$ cat src/rtl/psc_pkg.sv
`timescale 1ns/1ps
package psc_pkg;
    localparam int OFS_W = 24;
    localparam int REG_W = 32;

    localparam logic [1:0] RI_CTL = 2'd0;
    localparam logic [1:0] RI_CAP = 2'd1;
    localparam logic [1:0] RI_DBG = 2'd2;
    localparam logic [1:0] RI_MEM = 2'd3;

    localparam int CTL_INJ_BIT    = 0;
    localparam int CTL_CAPOFF_BIT = 8;
    localparam int MEM_CLR_BIT    = 0;
    localparam int MEM_BUSY_BIT   = 1;

    typedef enum logic {
        FILL_IDLE = 1'b0,
        FILL_RUN  = 1'b1
    } fill_state_t;
endpackage

$ cat src/rtl/psc_fill_fsm.sv
`timescale 1ns/1ps
module psc_fill_fsm
    import psc_pkg::*;
#(
    parameter int WORDS = 64,
    parameter int IDX_W = $clog2(WORDS)
) (
    input  logic             clk,
    input  logic             rst_n,
    input  logic             start,
    output logic             busy,
    output logic             fill_we,
    output logic [IDX_W-1:0] fill_idx,
    output logic             fill_last
);
    localparam logic [IDX_W-1:0] LAST_IDX = IDX_W'(WORDS - 1);

    fill_state_t      state_q, state_d;
    logic [IDX_W-1:0] idx_q;

    // next-state logic: start, advance, finish
    always_comb begin
        state_d = state_q;
        unique case (state_q)
            FILL_IDLE: if (start) state_d = FILL_RUN;
            FILL_RUN:  if (idx_q == LAST_IDX) state_d = FILL_IDLE;
        endcase
    end

    // state register
    always_ff @(posedge clk) begin
        if (!rst_n) begin
            state_q <= FILL_IDLE;
            idx_q   <= '0;
        end else begin
            state_q <= state_d;
            if (state_q == FILL_IDLE) idx_q <= '0;
            else                      idx_q <= idx_q + 1'b1;
        end
    end

    // outputs
    always_comb begin
        busy      = 1'b0;
        fill_we   = 1'b0;
        fill_last = 1'b0;
        fill_idx  = idx_q;
        unique case (state_q)
            FILL_IDLE: ;
            FILL_RUN: begin
                busy      = 1'b1;
                fill_we   = 1'b1;
                fill_last = (idx_q == LAST_IDX);
            end
        endcase
    end
endmodule

$ cat src/rtl/psc_array.sv
`timescale 1ns/1ps
module psc_array #(
    parameter int WORDS  = 64,
    parameter int DATA_W = 32,
    parameter int IDX_W  = $clog2(WORDS),
    parameter int LANES  = DATA_W / 8
) (
    input  logic              clk,
    input  logic              we,
    input  logic [IDX_W-1:0]  widx,
    input  logic [LANES-1:0]  wbe,
    input  logic [DATA_W-1:0] wdata,
    input  logic              wflip,
    input  logic [IDX_W-1:0]  ridx,
    output logic [DATA_W-1:0] rdata,
    output logic              rbad
);
    logic [DATA_W-1:0] data_q [WORDS];
    logic [LANES-1:0]  par_q  [WORDS];
    logic [LANES-1:0]  rpar;
    logic [LANES-1:0]  lane_bad;

    always_ff @(posedge clk) begin
        if (we) begin
            for (int l = 0; l < LANES; l++) begin
                if (wbe[l]) begin
                    data_q[widx][8*l +: 8] <= wdata[8*l +: 8];
                    par_q[widx][l]         <= (^wdata[8*l +: 8]) ^ wflip;
                end
            end
        end
    end

    assign rdata = data_q[ridx];
    assign rpar  = par_q[ridx];

    for (genvar g = 0; g < LANES; g++) begin : g_lane
        assign lane_bad[g] = (^rdata[8*g +: 8]) != rpar[g];
    end

    assign rbad = |lane_bad;
endmodule

$ cat src/rtl/psc_regs.sv
`timescale 1ns/1ps
module psc_regs
    import psc_pkg::*;
(
    input  logic             clk,
    input  logic             rst_n,
    input  logic             r_en,
    input  logic             r_we,
    input  logic [3:0]       r_addr,
    input  logic [REG_W-1:0] r_wdata,
    output logic [REG_W-1:0] r_rdata,
    input  logic             busy,
    input  logic             fill_last,
    input  logic             cap_ev,
    input  logic [OFS_W-1:0] cap_ofs,
    output logic             inj_on,
    output logic             cap_off,
    output logic [OFS_W-1:0] dbg_ofs,
    output logic [OFS_W-1:0] cap_q,
    output logic             start
);
    logic [1:0] sel;
    logic       wr;
    logic       clr_q;
    logic       unused_bits;

    assign sel         = r_addr[3:2];
    assign wr          = r_en && r_we;
    assign start       = wr && (sel == RI_MEM) && r_wdata[MEM_CLR_BIT] && !clr_q;
    assign unused_bits = ^{r_wdata[REG_W-1:OFS_W], r_addr[1:0]};

    always_ff @(posedge clk) begin
        if (!rst_n) begin
            inj_on  <= 1'b0;
            cap_off <= 1'b0;
            dbg_ofs <= '0;
            cap_q   <= '0;
            clr_q   <= 1'b0;
        end else begin
            if (wr && sel == RI_CTL) begin
                inj_on  <= r_wdata[CTL_INJ_BIT];
                cap_off <= r_wdata[CTL_CAPOFF_BIT];
            end
            if (wr && sel == RI_DBG) dbg_ofs <= r_wdata[OFS_W-1:0];
            // hardware capture is the only writer of cap_q
            if (cap_ev && !cap_off) cap_q <= cap_ofs;
            if (start)          clr_q <= 1'b1;
            else if (fill_last) clr_q <= 1'b0;
        end
    end

    always_comb begin
        r_rdata = '0;
        unique case (sel)
            RI_CTL: begin
                r_rdata[CTL_INJ_BIT]    = inj_on;
                r_rdata[CTL_CAPOFF_BIT] = cap_off;
            end
            RI_CAP: r_rdata[OFS_W-1:0] = cap_q;
            RI_DBG: r_rdata[OFS_W-1:0] = dbg_ofs;
            RI_MEM: begin
                r_rdata[MEM_CLR_BIT]  = clr_q;
                r_rdata[MEM_BUSY_BIT] = busy;
            end
        endcase
    end
endmodule

$ cat src/rtl/parsram_ctrl.sv
`timescale 1ns/1ps
module parsram_ctrl
    import psc_pkg::*;
#(
    parameter int WORDS  = 64,
    parameter int DATA_W = 32,
    localparam int IDX_W = $clog2(WORDS),
    localparam int LANES = DATA_W / 8
) (
    input  logic              clk,
    input  logic              rst_n,
    input  logic              m_req,
    input  logic              m_we,
    input  logic [IDX_W-1:0]  m_addr,
    input  logic [LANES-1:0]  m_be,
    input  logic [DATA_W-1:0] m_wdata,
    output logic              m_ready,
    output logic              m_rvalid,
    output logic [DATA_W-1:0] m_rdata,
    output logic              m_perr,
    input  logic              r_en,
    input  logic              r_we,
    input  logic [3:0]        r_addr,
    input  logic [31:0]       r_wdata,
    output logic [31:0]       r_rdata
);
    logic              busy, fill_we, fill_last, start;
    logic [IDX_W-1:0]  fill_idx;
    logic              inj_on, cap_off;
    logic [OFS_W-1:0]  dbg_ofs, cap_q, acc_ofs;
    logic              acc, acc_rd, inj_hit;
    logic              arr_we, arr_flip, arr_bad;
    logic [IDX_W-1:0]  arr_idx;
    logic [LANES-1:0]  arr_be;
    logic [DATA_W-1:0] arr_wdata, arr_rdata;
    logic              rvalid_q, perr_q;
    logic [DATA_W-1:0] rdata_q;

    assign m_ready = !busy;
    assign acc     = m_req && m_ready;
    assign acc_rd  = acc && !m_we;
    assign acc_ofs = OFS_W'({m_addr, 2'b00});
    assign inj_hit = inj_on && (dbg_ofs == acc_ofs);

    // fill engine owns the write port while busy
    assign arr_we    = fill_we || (acc && m_we);
    assign arr_idx   = fill_we ? fill_idx : m_addr;
    assign arr_be    = fill_we ? '1 : m_be;
    assign arr_wdata = fill_we ? '0 : m_wdata;
    assign arr_flip  = !fill_we && inj_hit;

    psc_fill_fsm #(.WORDS(WORDS)) u_fill (
        .clk(clk), .rst_n(rst_n), .start(start), .busy(busy),
        .fill_we(fill_we), .fill_idx(fill_idx), .fill_last(fill_last)
    );

    psc_array #(.WORDS(WORDS), .DATA_W(DATA_W)) u_arr (
        .clk(clk), .we(arr_we), .widx(arr_idx), .wbe(arr_be),
        .wdata(arr_wdata), .wflip(arr_flip), .ridx(m_addr),
        .rdata(arr_rdata), .rbad(arr_bad)
    );

    psc_regs u_regs (
        .clk(clk), .rst_n(rst_n), .r_en(r_en), .r_we(r_we),
        .r_addr(r_addr), .r_wdata(r_wdata), .r_rdata(r_rdata),
        .busy(busy), .fill_last(fill_last),
        .cap_ev(acc_rd && arr_bad), .cap_ofs(acc_ofs),
        .inj_on(inj_on), .cap_off(cap_off), .dbg_ofs(dbg_ofs),
        .cap_q(cap_q), .start(start)
    );

    always_ff @(posedge clk) begin
        if (!rst_n) begin
            rvalid_q <= 1'b0;
            perr_q   <= 1'b0;
            rdata_q  <= '0;
        end else begin
            rvalid_q <= acc_rd;
            perr_q   <= acc_rd && arr_bad;
            if (acc_rd) rdata_q <= arr_rdata;
        end
    end

    assign m_rvalid = rvalid_q;
    assign m_perr   = perr_q;
    assign m_rdata  = rdata_q;
endmodule

$ cat config.mk
export PLATFORM = sky130hd
export DESIGN_NAME = parsram_ctrl
export DESIGN_NICKNAME = d
export VERILOG_FILES = /design/src/rtl/psc_pkg.sv /design/src/rtl/psc_fill_fsm.sv /design/src/rtl/psc_array.sv /design/src/rtl/psc_regs.sv /design/src/rtl/parsram_ctrl.sv
export SDC_FILE = /design/constraint.sdc
export NUM_CORES = 2
export LEC_CHECK = 0
export BUFFER_PORTS_ARGS = -buffer_cell sky130_fd_sc_hd__buf_2
export CAP_MARGIN = 20
export CORE_ASPECT_RATIO = 1.25
export CORE_MARGIN = 4
export CORE_UTILIZATION = 58
export CTS_CLUSTER_SIZE = 12
export DETAILED_ROUTE_END_ITERATION = 8
export MAX_ROUTING_LAYER = met4
export PLACE_DENSITY = 0.72
export SLEW_MARGIN = 30
export SYNTH_ARGS = -nofsm -noshare
export SYNTH_HDL_FRONTEND = slang
export SYNTH_SLANG_ARGS = --single-unit
$ cat constraint.sdc
create_clock -name clk -period 5.5 [get_ports clk]
set_input_delay 0.275 -clock clk [delete_from_list [all_inputs] [get_ports clk]]
set_output_delay 0.275 -clock clk [all_outputs]
set_load 0.02 [all_outputs]
; Word-level counts from Yosys, hierarchy flattened
; Memory sizes are Yosys's and may differ from the RTL's.
; Index checks and enable logic that the tools add are counted.
[totals]
wordCells = 84
n_memories = 2
ramBits = 2304
ff_bits = 74
in_bits = 84
out_inout_bits = 67
[classes]
eq_ne = 9
bitwise_logic = 5
add_sub_neg = 1
reduce_logical = 30
mux = 27
[mem_list]
columns = name, words, word_bits, rd, rd_clocked_by_memory_dff, write_ports, line_no
row1 = u_arr.data_q, 64, 32, 1, 0, 1, psc_array.sv:18  ; logic [DATA_W-1:0] data_q [WORDS];
row2 = u_arr.par_q, 64, 4, 1, 0, 1, psc_array.sv:19  ; logic [LANES-1:0] par_q [WORDS];
[op_table]
columns = op, count
row1 = parity 8 bit, 8
row2 = 2-to-1 mux 32 bit, 1
row3 = equality test 24 x 8 -> 1 bit, 1
row4 = 2-to-1 mux 1 bit, 18
row5 = 2-to-1 mux 15 bit, 1
row6 = logical AND 1 bit, 13
row7 = one-hot mux 6 bit (2 select lines), 1
row8 = "adder 6 x 1 -> 6 bit, second input constant", 1
row9 = "equality test 6 bit, second input constant", 1
row10 = 2-to-1 mux 6 bit, 1
row11 = one-hot mux 1 bit (2 select lines), 3
row12 = "equality test 2 bit, second input constant", 2
row13 = logical NOT 1 bit, 4
row14 = 2-to-1 mux 4 bit, 1
row15 = inequality test 1 bit, 4
row16 = one-hot mux 1 bit (4 select lines), 1
row17 = OR reduction 4 bit, 1
row18 = XOR 1 bit, 4
row19 = "equality test 2 x 1 -> 1 bit, second input constant", 1
row20 = logical NOT 2 bit, 1
row21 = AND reduction 2 bit, 1
row22 = nonzero test 2 bit, 1
row23 = logical OR 1 bit, 1
row24 = NOT 1 bit, 1

; Depth between registers and ports, before layout
[depth]
ltp_word = 7
mapped_depth = 21
ltp_nobuf = 10

; Hierarchy
; Synthesis repeated with hierarchy kept, for this count alone.
[hier_totals]
hier_cells = 4548
area_unflattened_um2 = 94155.3
[by_module_without_submodules]
columns = mod, cells_each, instances, seq_area_each_um2, area_per_inst_um2
row1 = psc_array, 4011, 1, 69186.4, 89734.8
row2 = psc_regs, 299, 1, 1021.0, 2439.8
row3 = parsram_ctrl, 210, 1, 680.7, 1716.6
row4 = psc_fill_fsm, 28, 1, 140.1, 264.0

; Worst setup path before layout
; OpenSTA, ideal clock, no wires.
[synth_path]
path_kind = input -> register
start = in m_addr[1]
end = mem u_arr.par_q[0][0] (netlist name) (data pin)
setup_slack_ns = 0.547
path_buffers = 10
path_stages = 14
t_arrival_ns = 4.384
setup_time_ns = 0.569
cell_sequence = buf_2 > buf_4 > buf_4 > buf_4 > buf_4 > buf_4 > buf_6 > buf_6 > clkbuf_1 > buf_1 > xnor2_1 > nand3_1 > nor3_1 > xnor2_1
[synth_via]
elab_chain_len = 4
[synth_lines]
columns = item, line_no
row1 = "start, declared", parsram_ctrl.sv:14  ; input logic [IDX_W-1:0] m_addr,
row2 = equality test 24 x 8 -> 1 bit, parsram_ctrl.sv:43  ; assign inj_hit = inj_on && (dbg_ofs == acc_ofs);
row3 = logical AND 1 bit, parsram_ctrl.sv:43
row4 = logical AND 1 bit, parsram_ctrl.sv:50  ; assign arr_flip = !fill_we && inj_hit;
row5 = XOR 1 bit, psc_array.sv:28  ; par_q[widx][l] <= (^wdata[8*l +: 8]) ^ wflip;
row6 = "end, declared", psc_array.sv:19
; No other way between the ends.

; Worst setup path in the final report
[layout_path]
start = in m_addr[0]
end = reg u_regs.cap_q[7]
[layout_via]
elab_chain_len = 6
elab_cells_between_ends = 13
cone_classes = eq/ne: 4 / reduce/logical: 7 / memory: 2
[layout_lines]
columns = item, line_no
row1 = memory (64 x 32 bit), -
row2 = parity 8 bit, psc_array.sv:38  ; assign lane_bad[g] = (^rdata[8*g +: 8]) != rpar[g];
row3 = inequality test 1 bit, psc_array.sv:38
row4 = OR reduction 4 bit (*), psc_array.sv:41  ; assign rbad = |lane_bad;
row5 = logical AND 1 bit (*), parsram_ctrl.sv:67  ; .cap_ev(acc_rd && arr_bad), .cap_ofs(acc_ofs),
row6 = logical AND 1 bit (*), psc_regs.sv:46  ; if (cap_ev && !cap_off) cap_q <= cap_ofs;
row7 = "end signal, assigned", psc_regs.sv:46
row8 = "end, declared", psc_regs.sv:19  ; output logic [OFS_W-1:0] cap_q,
; Mark *: on every way between the ends. The rest lies on a longest branch, timed or not.
; A chain may end at the register's enable or synchronous reset.

==> impl_metrics.json <==
{
  "rows": 164,
  "worstSkewPairLatency_ns": 0.87,
  "first_global_vias": 48690,
  "min-delay-start": "rst_n",
  "worstHoldEndpoint": "m_rdata[31]$_SDFFE_PN0P_",
  "finalNetCount": 5201,
  "r2r-end": "u_regs.cap_q[7]$_SDFFE_PN0P_",
  "r2r_slack_ns": 1.33,
  "antenna_found_initial": 10,
  "area_growth_pct": 12.26,
  "cp_slowest_cell": "xnor2_1",
  "root_buffer": "clkbuf_16",
  "worst-path-max-fanout": 48,
  "p_leak_nw": 34.19,
  "combPwrFrac": 0.076,
  "hold_depth": 2,
  "drtPass1Iterations": 5,
  "cap_violations": 0,
  "die_h_um": 457.5,
  "wl_um": 241900,
  "design_area_mm2": 0.1053,
  "numCtsBuffers": 222,
  "switching_power_mw": 8.154,
  "finalSetupViolations": 0,
  "die-area_mm2": 0.1682,
  "outcome": "finished, final reports clean",
  "ios": 151,
  "cts-resized-gates": 0,
  "worstPathRequired_ns": 6.18,
  "hp-class": "in -> reg",
  "dpl_cell_area_mm2": 0.09863,
  "fin_setup_tns_ns": 0,
  "ys_types": 68,
  "postCtsHoldBufs": 27,
  "clock_sinks": 2378,
  "skew_ns": 0.04606,
  "max_stage_delay_ns": 0.79,
  "p_total_mw": 36.88,
  "finalWeightedCongestion": 0.8625,
  "cts-htree-levels": 4,
  "fin_util": 0.6568,
  "fin_crit_ns": 4.178,
  "grt_setup_unrepaired": "false",
  "cellInternalPower_mw": 28.72,
  "worstPathArrival_ns": 4.85,
  "syn_inst": 4701,
  "ys.flop_type": "edfxtp_1",
  "final_common_cell": "edfxtp_1",
  "max_freq_ghz": 0.2393,
  "hold_violations": 0,
  "route.vias.total": 48740,
  "layout_common_cells": "2304 x edfxtp_1, 515 x mux4_2, 295 x mux2i_1",
  "path_clk_slew_ns": 0.06,
  "ys_seq_area_frac": 0.7537,
  "grt_pass1_wl_um": 348600,
  "grt_overflow": 0,
  "postSynthAreaPerCell_um2": 19.95,
  "pwr-share-seq": 0.549,
  "drc_errors": 0,
  "p_sw_frac": 0.2211,
  "cts_setup_buffers": 0,
  "timing.rr.start": "u_arr.data_q[2][10]$_DFFE_PP_",
  "ir_drop_mv": 0.2688,
  "drt_iter0_markers": 6643,
  "crit_chain": "buf_8, buf_12, buf_12, mux4_2, a221oi_1, a221oi_1, xnor2_1, xnor3_1, xnor2_1, or3_1, o311ai_1",
  "io_buffers": 132,
  "ys_ff_latch": 2378,
  "postRouteAntennaNets": 0,
  "p_per_area_mw_per_mm2": 350.4,
  "dpl.hpwl_um": 151200,
  "clkPwrFrac": 0.375,
  "synth-async-reset-ratio": 0,
  "cp-end-kind": "register",
  "max_slew_margin": 0.2966,
  "worstMarginPinSlew_ns": 1.051,
  "avgRoutedWirePerCell_um": 32.70,
  "synth-edff-count": 2304,
  "chipWidth_um": 367.6,
  "routed_via_density": 6.588,
  "grt_max_degree": 76,
  "slew_viol_final": 0,
  "crit_path_start_kind": "input port",
  "drive_above_1_share": 0.2511,
  "cts_tree": "built",
  "fillers": 10270,
  "cts_buffer_depth": 3,
  "yosys_warnings": 0,
  "ff2ff_path_depth": 10,
  "synth_area_mm2": 0.09376,
  "whs_ns": 0.06558,
  "core-area_mm2": 0.1603,
  "path_class": "in -> reg",
  "finalCritPeriodShare": 0.7597,
  "grt_usage": 0.2986,
  "start_util": 0.5851
}
flip-flops by register name (all words and copies together) (netlist names):
signal and flops:
u_arr.par_q 256, u_fill.state_q 1, u_regs.dbg_ofs 24, u_regs.cap_q 6, u_arr.data_q 2048, m_perr 1
u_regs.cap_off 1, m_rdata 32, u_fill.fill_idx 6, u_regs.clr_q 1, u_regs.inj_on 1, m_rvalid 1
cells in the mapped netlist, types with 40 or more instances:
cell type / count / area share
a22oi_1: 124 / 0.0099
clkbuf_1: 118 / 0.0047
dfxtp_1: 74 / 0.016
a21boi_0: 45 / 0.0036
nor2b_1: 61 / 0.0041
xnor2_1: 59 / 0.0055
nand2_1: 251 / 0.010
edfxtp_1: 2304 / 0.74
mux4_2: 515 / 0.12
nand3_1: 40 / 0.0021
nor2_1: 306 / 0.012
buf_4: 44 / 0.0035
mux2i_1: 295 / 0.031
buf_2: 74 / 0.0039
metrics by stage:
step | worst slack, ns | std cells
finish | 1.322 | 7398
detailed placement | 0.5479 | 7019
CTS | 1.363 | 7391
global route | 1.243 | 7396
floorplan | 0.5471 | 4708
global placement | 0.6023 | 7019
kinds of logic (layout without fill, tap and decap cells):
group                    count (synthesis)  after routing  share of synthesized area
adder cells (fa/ha/maj)                  5              5                  0.0006672
AO/OA/AOI/OAI                          387            387                    0.03029
other                                    1             15                 0.00003999
flip-flops                            2378           2378                     0.7537
AND/OR/NAND/NOR                        753            753                    0.03507
XOR/XNOR                                73             73                   0.007566
buffers and inverters                  286            811                    0.01655
multiplexers                           818            818                     0.1562
layout make-up:
class,instances,area [um^2],share of cell area
sequential,2378,70670,0.6714
inverter,7,28.78,0.0002734
antenna,7,17.52,0.0001664
clock buffer,325,6110,0.05804
tap,2158,2700,0.02565
clock inverter,20,151.4,0.001438
timing repair buffer,459,3550,0.03372
multi-input combinational,2044,22030,0.2093
worst max-delay path, delay by kind of cell:
family / cells / cell delay [ns]
AOI/OAI and AO/OA: 3 / 1.06
buffers and inverters: 3 / 1.13
xor gates and xnor gates: 3 / 1.30
and+or+nand+nor: 1 / 0.39
muxes: 1 / 0.54
worst max-delay path by stage:
stage	startpoint	to	slack, ns	cells after the start
CTS	u_arr.data_q[2][10]$_DFFE_PP_	u_regs.cap_q[7]$_SDFFE_PN0P_	1.36	10
finish	m_addr[0]	u_regs.cap_q[7]$_SDFFE_PN0P_	1.32	11
detailed placement	m_addr[0]	u_regs.cap_q[6]$_SDFFE_PN0P_	0.55	13
floorplan	m_addr[1]	u_arr.par_q[0][0]$_DFFE_PP_	0.55	14
global placement	m_addr[0]	u_regs.cap_q[6]$_SDFFE_PN0P_	0.60	11
global route	m_addr[0]	u_regs.cap_q[5]$_SDFFE_PN0P_	1.24	11
routing by layer:
metal  track usage  share of wire
met5             -              0
met3       0.06394          0.099
met4        0.1144          0.041
met1        0.3914           0.37
met2        0.4670           0.49
power by group through the flow:
stage / Combinational [mW] / Sequential (mW) / Clock, mW
finish: 2.82 / 20.2 / 13.8
global route: 2.95 / 20.2 / 14.7
detailed placement: 2.78 / 20.6 / 0
global placement: 2.71 / 20.6 / 0
CTS: 2.81 / 20.2 / 13.9
floorplan: 1.61 / 20.7 / 0
(Power assumes the default switching activity.)
